`src/rtl/pit_pkg.sv`:
```
package pit_pkg;

  typedef enum logic [1:0] {
    OPM_ONESHOT = 2'd0,
    OPM_RATE    = 2'd1,
    OPM_SQUARE  = 2'd2
  } opmode_e;

  localparam logic [1:0] SEL_MULTI  = 2'd3;
  localparam logic [1:0] ACC_FREEZE = 2'd0;
  localparam logic [1:0] ACC_WORD   = 2'd3;

  function automatic logic mode_supported(input logic [2:0] m);
    return (m == 3'd0) || (m == 3'd2) || (m == 3'd3);
  endfunction

  function automatic opmode_e mode_map(input logic [2:0] m);
    case (m)
      3'd2:    return OPM_RATE;
      3'd3:    return OPM_SQUARE;
      default: return OPM_ONESHOT;
    endcase
  endfunction

endpackage

```
`src/rtl/pit_rst_sync.sv`:
```
module pit_rst_sync #(
  parameter int STAGES = 2
) (
  input  logic clk,
  input  logic rst_n_in,
  output logic rst_n_out
);

  logic [STAGES-1:0] sync_q;

  always_ff @(posedge clk or negedge rst_n_in) begin
    if (!rst_n_in) sync_q <= '0;
    else           sync_q <= {sync_q[STAGES-2:0], 1'b1};
  end

  assign rst_n_out = sync_q[STAGES-1];

endmodule

```
`src/rtl/pit_ctrl_decode.sv`:
```
module pit_ctrl_decode
  import pit_pkg::*;
#(
  parameter int NUM_CH = 3,
  parameter int BYTE_W = 8
) (
  input  logic              ctrl_wr,
  input  logic [BYTE_W-1:0] ctrl_word,
  output logic [NUM_CH-1:0] cfg_en,
  output logic [NUM_CH-1:0] latch_req,
  output opmode_e           cfg_mode,
  output logic              cfg_fault
);

  logic [1:0] sel;
  logic [1:0] acc;
  logic [2:0] md;
  logic       bcd;
  logic       mr_keep_count;   // multi-channel word: 1 = do not freeze counts
  logic       mr_keep_status;  // multi-channel word: 1 = no status byte asked
  logic [NUM_CH-1:0] sel_hit;
  logic [NUM_CH-1:0] mask_hit;

  assign sel            = ctrl_word[7:6];
  assign acc            = ctrl_word[5:4];
  assign md             = ctrl_word[3:1];
  assign bcd            = ctrl_word[0];
  assign mr_keep_count  = ctrl_word[5];
  assign mr_keep_status = ctrl_word[4];

  for (genvar i = 0; i < NUM_CH; i++) begin : g_hit
    assign sel_hit[i]  = (sel == 2'(i));
    assign mask_hit[i] = ctrl_word[1+i];
  end

  always_comb begin
    cfg_en    = '0;
    latch_req = '0;
    cfg_fault = 1'b0;
    cfg_mode  = mode_map(md);
    if (ctrl_wr) begin
      if (sel == SEL_MULTI) begin
        if (!mr_keep_count)  latch_req = mask_hit;
        if (!mr_keep_status) cfg_fault = 1'b1;
      end else if (acc == ACC_FREEZE) begin
        latch_req = sel_hit;
      end else if ((acc != ACC_WORD) || bcd || !mode_supported(md)) begin
        cfg_fault = 1'b1;
      end else begin
        cfg_en = sel_hit;
      end
    end
  end

endmodule

```
`src/rtl/pit_channel.sv`:
```
module pit_channel
  import pit_pkg::*;
#(
  parameter int BYTE_W = 8,
  parameter int CNT_W  = 2 * BYTE_W
) (
  input  logic              clk,
  input  logic              rst_n,
  input  logic              tick_en,
  input  logic              cfg_en,
  input  opmode_e           cfg_mode,
  input  logic              latch_req,
  input  logic              data_wr,
  input  logic [BYTE_W-1:0] wdata,
  input  logic              data_rd,
  output logic [BYTE_W-1:0] rdata,
  output logic              out_lvl,
  output logic              irq_pulse
);

  localparam int LO_MSB = BYTE_W - 1;
  localparam int HI_LSB = BYTE_W;
  localparam logic [CNT_W-1:0] ONE = CNT_W'(1);

  opmode_e          mode_q, mode_d;
  logic [CNT_W-1:0] init_q, init_d;
  logic [CNT_W-1:0] period_q, period_d;
  logic [CNT_W-1:0] remain_q, remain_d;
  logic             run_q, run_d;
  logic             out_q, out_d;
  logic             irq_q, irq_d;
  logic             frz_q, frz_d;
  logic [CNT_W-1:0] frz_val_q, frz_val_d;
  logic             rd_hi_q, rd_hi_d;
  logic             wr_hi_q, wr_hi_d;

  logic             periodic;
  logic [CNT_W-1:0] live_cnt;
  logic [CNT_W-1:0] shown_cnt;
  logic [CNT_W-1:0] new_init;
  logic [CNT_W-1:0] new_period;

  assign periodic = (mode_q != OPM_ONESHOT);

  always_comb begin
    if (!run_q)        live_cnt = '0;
    else if (periodic) live_cnt = remain_q + ONE;
    else               live_cnt = remain_q;
  end

  assign shown_cnt  = frz_q ? frz_val_q : live_cnt;
  assign rdata      = rd_hi_q ? shown_cnt[CNT_W-1:HI_LSB] : shown_cnt[LO_MSB:0];
  assign new_init   = {wdata, init_q[LO_MSB:0]};
  assign new_period = periodic ? (new_init - ONE) : new_init;

  always_comb begin
    mode_d    = mode_q;
    init_d    = init_q;
    period_d  = period_q;
    remain_d  = remain_q;
    run_d     = run_q;
    out_d     = out_q;
    irq_d     = 1'b0;
    frz_d     = frz_q;
    frz_val_d = frz_val_q;
    rd_hi_d   = rd_hi_q;
    wr_hi_d   = wr_hi_q;

    if (cfg_en) mode_d = cfg_mode;

    // counting engine, advanced only on count-enable cycles
    if (run_q && tick_en) begin
      if (remain_q == ONE) begin
        irq_d = 1'b1;
        if (periodic) begin
          remain_d = period_q;
          if (mode_q == OPM_SQUARE) out_d = ~out_q;
        end else begin
          out_d    = 1'b1;
          run_d    = 1'b0;
          remain_d = '0;
        end
      end else begin
        remain_d = remain_q - ONE;
      end
    end

    // count load: a bus write takes precedence over the engine
    if (data_wr) begin
      if (!wr_hi_q) begin
        init_d  = {init_q[CNT_W-1:HI_LSB], wdata};
        run_d   = 1'b0;
        out_d   = 1'b0;
        irq_d   = 1'b0;
        wr_hi_d = 1'b1;
      end else begin
        init_d   = new_init;
        period_d = new_period;
        wr_hi_d  = 1'b0;
        if (new_period != '0) begin
          run_d    = 1'b1;
          remain_d = new_period;
        end else begin
          run_d = 1'b0;
        end
      end
    end

    // read pointer and release of a frozen value
    if (data_rd) begin
      rd_hi_d = ~rd_hi_q;
      if (frz_q && rd_hi_q) frz_d = 1'b0;
    end

    // a freeze request wins over a read in the same cycle
    if (latch_req && !frz_q) begin
      frz_d     = 1'b1;
      frz_val_d = live_cnt;
      rd_hi_d   = 1'b0;
    end
  end

  always_ff @(posedge clk or negedge rst_n) begin
    if (!rst_n) begin
      mode_q    <= OPM_ONESHOT;
      init_q    <= '0;
      period_q  <= '0;
      remain_q  <= '0;
      run_q     <= 1'b0;
      out_q     <= 1'b0;
      irq_q     <= 1'b0;
      frz_q     <= 1'b0;
      frz_val_q <= '0;
      rd_hi_q   <= 1'b0;
      wr_hi_q   <= 1'b0;
    end else begin
      mode_q    <= mode_d;
      init_q    <= init_d;
      period_q  <= period_d;
      remain_q  <= remain_d;
      run_q     <= run_d;
      out_q     <= out_d;
      irq_q     <= irq_d;
      frz_q     <= frz_d;
      frz_val_q <= frz_val_d;
      rd_hi_q   <= rd_hi_d;
      wr_hi_q   <= wr_hi_d;
    end
  end

  assign out_lvl   = out_q;
  assign irq_pulse = irq_q;

endmodule

```
`src/rtl/pit_timer3.sv`:
```
module pit_timer3
  import pit_pkg::*;
#(
  parameter int NUM_CH = 3,
  parameter int BYTE_W = 8,
  parameter int ADDR_W = 2
) (
  input  logic              clk,
  input  logic              rst_n,
  input  logic              tick_en,
  input  logic [ADDR_W-1:0] bus_addr,
  input  logic [BYTE_W-1:0] bus_wdata,
  input  logic              bus_wr,
  input  logic              bus_rd,
  output logic [BYTE_W-1:0] bus_rdata,
  output logic [NUM_CH-1:0] chan_out,
  output logic [NUM_CH-1:0] chan_irq,
  output logic              cfg_err
);

  localparam int CNT_W = 2 * BYTE_W;
  localparam logic [ADDR_W-1:0] CTRL_ADDR = ADDR_W'(NUM_CH);

  logic              rst_n_int;
  logic              ctrl_wr;
  logic [NUM_CH-1:0] cfg_en;
  logic [NUM_CH-1:0] latch_req;
  opmode_e           cfg_mode;
  logic              cfg_fault;
  logic              err_q, err_d;
  logic [BYTE_W-1:0] ch_rdata [NUM_CH];
  logic [NUM_CH-1:0] ch_sel;

  pit_rst_sync #(.STAGES(2)) u_rst (
    .clk       (clk),
    .rst_n_in  (rst_n),
    .rst_n_out (rst_n_int)
  );

  assign ctrl_wr = bus_wr && (bus_addr == CTRL_ADDR);

  pit_ctrl_decode #(.NUM_CH(NUM_CH), .BYTE_W(BYTE_W)) u_dec (
    .ctrl_wr   (ctrl_wr),
    .ctrl_word (bus_wdata),
    .cfg_en    (cfg_en),
    .latch_req (latch_req),
    .cfg_mode  (cfg_mode),
    .cfg_fault (cfg_fault)
  );

  for (genvar i = 0; i < NUM_CH; i++) begin : g_ch
    assign ch_sel[i] = (bus_addr == ADDR_W'(i));

    pit_channel #(.BYTE_W(BYTE_W), .CNT_W(CNT_W)) u_ch (
      .clk       (clk),
      .rst_n     (rst_n_int),
      .tick_en   (tick_en),
      .cfg_en    (cfg_en[i]),
      .cfg_mode  (cfg_mode),
      .latch_req (latch_req[i]),
      .data_wr   (bus_wr && ch_sel[i]),
      .wdata     (bus_wdata),
      .data_rd   (bus_rd && ch_sel[i]),
      .rdata     (ch_rdata[i]),
      .out_lvl   (chan_out[i]),
      .irq_pulse (chan_irq[i])
    );
  end

  always_comb begin
    bus_rdata = '0;
    for (int i = 0; i < NUM_CH; i++) begin
      if (bus_rd && ch_sel[i]) bus_rdata = ch_rdata[i];
    end
  end

  assign err_d = err_q | cfg_fault;

  always_ff @(posedge clk or negedge rst_n_int) begin
    if (!rst_n_int) err_q <= 1'b0;
    else            err_q <= err_d;
  end

  assign cfg_err = err_q;

endmodule

```
`config.mk`:
```
export PLATFORM = sky130hd
export DESIGN_NAME = pit_timer3
export DESIGN_NICKNAME = d
export VERILOG_FILES = /design/src/rtl/pit_pkg.sv /design/src/rtl/pit_rst_sync.sv /design/src/rtl/pit_ctrl_decode.sv /design/src/rtl/pit_channel.sv /design/src/rtl/pit_timer3.sv
export SDC_FILE = /design/constraint.sdc
export NUM_CORES = 1
export LEC_CHECK = 0
export ABC_AREA = 1
export BUFFER_PORTS_ARGS = -buffer_cell sky130_fd_sc_hd__buf_2
export CAP_MARGIN = 20
export CORE_UTILIZATION = 66
export CTS_BUF_LIST = sky130_fd_sc_hd__clkbuf_4 sky130_fd_sc_hd__clkbuf_8
export DETAILED_ROUTE_END_ITERATION = 12
export PLACE_DENSITY = 0.83
export SLEW_MARGIN = 25
export SYNTH_ARGS = -nofsm -noshare
export SYNTH_HDL_FRONTEND = slang
export SYNTH_SLANG_ARGS = --single-unit
```
`constraint.sdc`:
```
create_clock -name clk -period 7.1 [get_ports clk]
set_input_delay 0.71 -clock clk [delete_from_list [all_inputs] [get_ports clk]]
set_output_delay 0.71 -clock clk [all_outputs]
set_load 0.03 [all_outputs]
```
After elaboration in Yosys (flattened, before gate mapping)
Index checks and enable logic that the tools add are counted.
- flip-flop bits (word level): 195
- latch bits: 0
- memory bits (writable): 0
- memory bits (read-only): 0
- bits of input ports: 15
- word-level logic and storage cells: 246
- memories: 0
- add/sub/neg operators: 9
- multipliers: 0
- div/mod/pow operators: 0
- $lt $le $gt $ge: 0
- eq/ne operators: 18
- shifts and indexed selects: 0
- muxes and demuxes: 116
- bitwise logic cells: 10
- reductions and logical operators: 58
- operators with widths (cell ; count):
    16-bit 2-to-1 mux ; 30
    16-bit by 1-bit subtractor with 16-bit output, second input constant ; 6
    1-bit 2-to-1 mux ; 71
    16-bit by 1-bit adder with 16-bit output, second input constant ; 3
    16-bit by 1-bit equality test with 1-bit output, second input constant ; 3
    8-bit 2-to-1 mux ; 6
    16-bit nonzero test ; 3
    2-bit nonzero test ; 15
    3-bit 2-to-1 mux ; 8
    2-bit AND reduction ; 9
    1-bit logical AND ; 16
    2-bit equality test, second input constant ; 7
    1-bit NOT ; 9
    3-bit AND reduction ; 3
    3-bit by 2-bit equality test with 1-bit output, second input constant ; 2
    2-bit logical NOT ; 3
    2-bit by 1-bit != test with 1-bit output, second input constant ; 3
    2-bit by 1-bit equality test with 1-bit output, second input constant ; 2
    1-bit logical NOT ; 4
    1-bit logical OR ; 4
    2-bit case mux with 2 select lines ; 1
    3-bit logical NOT ; 1
    2-bit != test, second input constant ; 1
    1-bit bitwise OR ; 1

Depth between registers and ports, before layout
- depth after elaboration: 10
- depth in mapped cells: 15
- depth with buffers taken out: 14

Hierarchy
Synthesis repeated with hierarchy kept, for this count alone.
- cells, all modules: 1948
- area, all modules: 13186.4 um^2
- modules (own cells, without submodules) (module ; times used ; cells each ; area each (um^2) ; seq. area each (um^2)):
    pit_channel (g_ch[2].u_ch) ; 1 ; 621 ; 4245.3 ; 1601.5
    pit_channel (g_ch[0].u_ch) ; 1 ; 619 ; 4220.3 ; 1601.5
    pit_channel (g_ch[1].u_ch) ; 1 ; 615 ; 4140.2 ; 1601.5
    pit_timer3 ; 1 ; 53 ; 350.3 ; 25.0
    pit_ctrl_decode ; 1 ; 37 ; 176.4 ; 0.0
    pit_rst_sync ; 1 ; 3 ; 53.8 ; 50.0

Worst setup path before layout
OpenSTA, ideal clock, no wires.
- path kind: input to output
- from: input port bus_addr[0]
- to: output port bus_rdata[3]
- arrival: 1.874 ns
- setup slack: 4.516 ns
- stages: 8
- buffers on the path: 0
- path through: inv_1 -> nor3_1 -> inv_1 -> nor2_1 -> inv_1 -> o21ai_0 -> o21ai_0 -> nand3_1
- word-level cells in the longest chain between the ends: 5
- elaborated cells on any way between the ends: 9
- those cells by class: eq/ne: 2; mux: 3; reduce/logical: 4
- ends and longest elaborated chain (what ; RTL line ; text):
    from (decl) ; pit_timer3.sv:11 ; input logic [ADDR_W-1:0] bus_addr,
    2-bit logical NOT ; pit_timer3.sv:52 ; assign ch_sel[i] = (bus_addr == ADDR_W'(i));
    1-bit logical AND ; pit_timer3.sv:73 ; if (bus_rd && ch_sel[i]) bus_rdata = ch_rdata[i];
    8-bit 2-to-1 mux (2 in a row) ; pit_timer3.sv:73 ;
    8-bit 2-to-1 mux * ; pit_timer3.sv:73 ;
    to (decl) ; pit_timer3.sv:15 ; output logic [BYTE_W-1:0] bus_rdata,
Mark *: on every way between the ends. The rest lies on a longest branch, timed or not.

Worst setup path after layout
- from: register g_ch[2].u_ch.mode_q[1]
- to: output port bus_rdata[5]
- word-level cells in the longest chain between the ends: 6
- ends and longest elaborated chain (what ; RTL line ; text):
    from (decl) ; pit_channel.sv:25 ; opmode_e mode_q, mode_d;
    from (signal assigned) ; pit_channel.sv:137 ; mode_q <= mode_d;
    2-bit nonzero test ; pit_channel.sv:43 ; assign periodic = (mode_q != OPM_ONESHOT);
    16-bit 2-to-1 mux ; pit_channel.sv:47 ; else if (periodic) live_cnt = remain_q + ONE;
    16-bit 2-to-1 mux ; pit_channel.sv:46 ; if (!run_q) live_cnt = '0;
    16-bit 2-to-1 mux ; pit_channel.sv:51 ; assign shown_cnt = frz_q ? frz_val_q : live_cnt;
    8-bit 2-to-1 mux ; pit_channel.sv:52 ; assign rdata = rd_hi_q ? shown_cnt[CNT_W-1:HI_LSB] : shown_cnt[LO_MSB:0];
    8-bit 2-to-1 mux ; pit_timer3.sv:73 ;
No other way between the ends.

==> metrics.md <==
| Metric | Value |
|---|---|
| Max Fanout on Critical Path | `18` |
| Final setup fails | `0` |
| Dominant cells by area after synthesis | `dfrtp_1 37%, nand2_1 20%, o21ai_0 7.8%` |
| Clock-pin slew on the worst setup and hold paths | `110 ps` |
| Die area | `0.0204 mm^2` |
| Vias post-DR | `13300` |
| Cell-internal power | `around 2.3 mW` |
| Synth Register Bits | `195` |
| WL final | `between 30000 and 40000 um` |
| Final net count | `1989` |
| RSZ-0062 raised after global routing | `false` |
| Endpoint type of the worst setup path | `output port` |
| Yosys top cell by area | `dfrtp_1` |
| Most common cell in the netlist | `nand2_1` |
| Max-cap viol count | `0` |
| Setup slack, reg-to-reg | `between 4000 and 5000 ps` |
| Root Buffer | `clkbuf_8` |
| Clk sinks | `195` |
| Static Leakage | `6.75 nW` |
| Synthesis-to-layout area growth | `4.24%` |
| DRC errors left | `0` |
| WP data required | `6390 ps` |
| Chip height | `143 um` |
| Net Count, Synth | `2011` |
| Initial drt markers | `1622` |
| Most frequent cells after synthesis | `689 x nand2_1, 205 x o21ai_0, 195 x dfrtp_1, 192 x nor2_1, 172 x inv_1` |
| Fin crit share | `0.527` |
| Status | `finished clean` |
| Hold Path Class | `reg2reg` |
| Maximum clock insertion buffer count | `2` |
| Final GP Congestion | `0.978` |
| Buffers on Ports | `29` |
| Gr usage total | `0.374` |
| Vias in the first global route | `11700` |
| Post-CTS setup buffer count | `0` |
| Arr. time, crit path | `3030 ps` |
| RR Endpoint | `g_ch[0].u_ch.frz_val_q[15]$_DFFE_PN0P_` |
| Die Wd | `143 um` |
| Synthesized instance count | `1984` |
| CP Launch Point | `g_ch[2].u_ch.mode_q[1]$_DFFE_PN0P_` |
| Initial antenna violation count | `0` |
| Cells on worst reg2reg path | `5` |
| CTS resizes | `0` |
| Largest net degree at the start of global routing | `approximately 140` |
| Sequential power share | `0.427` |
| Post-layout min period | `3740 ps` |
| Synthesized area per cell | `6.60 um^2` |
| Worst R2R Start | `g_ch[0].u_ch.frz_q$_DFFE_PN0P_` |
| TritonCTS Buffers | `17` |
| Layout cell share with drive strength beyond 1 | `0.0588` |
| Slew HR | `0.323` |
| Post-synth EDFFs | `0` |
| Core outline area | `0.0195 mm^2` |
| CP startpoint kind | `register` |
| Clock network power share | `0.173` |
| Post-synth top area share | `0.373` |
| Switching share of total power | `0.465` |
| Hold Vio Cnt, Final | `0` |
| Post-synth ARST share | `1.00` |
| PD cells | `314 mW/mm^2` |
| Post-layout util | `0.701` |
| Slew @ Worst Pin | `a little over 1000 ps` |
| Dpl hpwl | `around 27000 um` |
| Switching power | `1.99 mW` |
| Setup TNS | `0 ps` |
| Via/cell ratio | `5.93` |
| Final ANT Viol Nets | `0` |
| H-tree Lvls | `4` |
| Seq/Total Area, Yosys | `0.373` |
| Max-slew violations | `0` |
| Post-synth cell types | `49` |
| Fmax | `0.267 GHz` |
| GR Overflow Total | `0` |
| WL/cell | `~16 um` |
| Drt first pass iters | `6` |
| Peak supply drop | `between 0.0002 and 0.00025 V` |
| Worst skew pair latency | `500 ps` |
| Clk_skew | `21.8 ps` |
| Synthesized area | `~0.013 mm^2` |
| Site Rows | `51` |
| Syn. warnings | `0` |
| Main synth FF type | `dfrtp_1` |
| Initial core utilization | `0.673` |
| Top-Level Pins | `30` |
| First-pass GRT wire length | `59400 um` |
| Part of the power in combinational logic | `0.400` |
| Worst setup endpoint | `bus_rdata[5]` |
| WS Path Type | `reg2out` |
| Antenna diode count | `0` |
| CTS tree | `yes` |
## layout make-up
class / count / area, um^2
Multi-Input combinational cell: 1530 / 7160
Clock inverter: 13 / 141
Tap cell: 265 / 332
Timing Repair Buffer: 32 / 183
Inverter: 186 / 701
Fill cell: 1742 / 5820
Sequential cell: 195 / 4880
Clock buffer: 18 / 248
## sequential cells by signal, indices dropped and copies added (netlist names)
signal,count
g_ch.u_ch.frz_val_q,48
g_ch.u_ch.init_q,24
g_ch.u_ch.mode_q,6
g_ch.u_ch.frz_q,3
g_ch.u_ch.period_q,48
g_ch.u_ch.remain_q,48
g_ch.u_ch.run_q,3
g_ch.u_ch.rd_hi_q,3
g_ch.u_ch.wr_hi_q,3
u_rst.sync_q,2
cfg_err,1
g_ch.u_ch.out_lvl,3
g_ch.u_ch.irq_pulse,3
## placed cells by master, fill, tap and decap left out, types with 4 or more instances in the layout
master / n
clkinv_1: 8
o21ai_0: 205
nand3_1: 139
a31oi_1: 5
nor2_1: 190
nand3_2: 6
ha_1: 12
or2_2: 5
nor3_2: 6
dfrtp_1: 194
o21ai_1: 5
nand2_1: 689
nor3_1: 34
clkbuf_8: 18
nand4_1: 27
inv_1: 172
a22oi_1: 30
inv_2: 5
xor2_1: 35
nor2_2: 12
o211ai_1: 9
a21oi_1: 80
buf_2: 29
nand3b_1: 4
nor2_4: 6
nand2_2: 4
nor4_1: 4
inv_8: 5
## metal layers
layer  part of all wire  global-route usage  routed length [um]
met1               0.45               0.539               16500
met2               0.44               0.563               16100
met3              0.078              0.0506                2880
met4              0.037               0.162                1380
met5                  0                   0                   0
## metrics by stage
stage	area, um^2	power (mW)	worst slack (ps)	cells	hold slack [ps]
finish	13600	4.29	3360	2239	364
global route	13600	4.62	3140	2239	381
CTS	13600	4.24	3420	2239	367
detailed placement	13200	3.50	3820	2207	341
global placement	13200	3.45	3950	2207	336
floorplan	13100	3.04	1260	1984	331
## power by group through the flow
stage / logic (mW) / registers, mW / clock network (mW)
final: 1.71 / 1.83 / 0.743
after global routing: 1.95 / 1.88 / 0.792
after CTS: 1.68 / 1.81 / 0.751
after detailed placement: 1.66 / 1.83 / 0
after global placement: 1.63 / 1.82 / 0
after floorplan: 1.35 / 1.70 / 0
## how the worst min path moves through the flow
stage | from | endpoint | slack [ps] | cells after the start
after global routing | u_rst.sync_q[0]$_DFF_PN0_ | u_rst.sync_q[1]$_DFF_PN0_ | 380 | 0
after global placement | u_rst.sync_q[0]$_DFF_PN0_ | u_rst.sync_q[1]$_DFF_PN0_ | 340 | 0
final | u_rst.sync_q[0]$_DFF_PN0_ | u_rst.sync_q[1]$_DFF_PN0_ | 360 | 0
after detailed placement | u_rst.sync_q[0]$_DFF_PN0_ | u_rst.sync_q[1]$_DFF_PN0_ | 340 | 0
after CTS | u_rst.sync_q[0]$_DFF_PN0_ | u_rst.sync_q[1]$_DFF_PN0_ | 370 | 0
after floorplan | u_rst.sync_q[0]$_DFF_PN0_ | u_rst.sync_q[1]$_DFF_PN0_ | 330 | 0
## critical path, stage by stage, from the launching register on
cell	delay [ps]
dfrtp_1	430
nor2_4	460
inv_4	190
nand2_1	170
nor2_1	90
nand2_1	60
nand2_1	50
nand3_1	80
a21oi_1	70
o21ai_0	530
nand3_1	170
buf_2	220
## kinds of logic after synthesis
| group | after synthesis | synth area share |
|---|---|---|
| compound gates | 347 | 0.144 |
| xor+xnor | 36 | 0.0241 |
| fa+ha+maj | 12 | 0.0115 |
| buf+inv | 259 | 0.0812 |
| flops | 195 | 0.373 |
| other cells | 1 | 0.000286 |
| simple gates | 1134 | 0.366 |
## timing repair
action | CTS | global route
endpoints found under the setup margin | 0 | 0
hold endpoints to repair | 2 | 0
hold buffers | 1 | 0
Power figures use the tool's default switching activity.
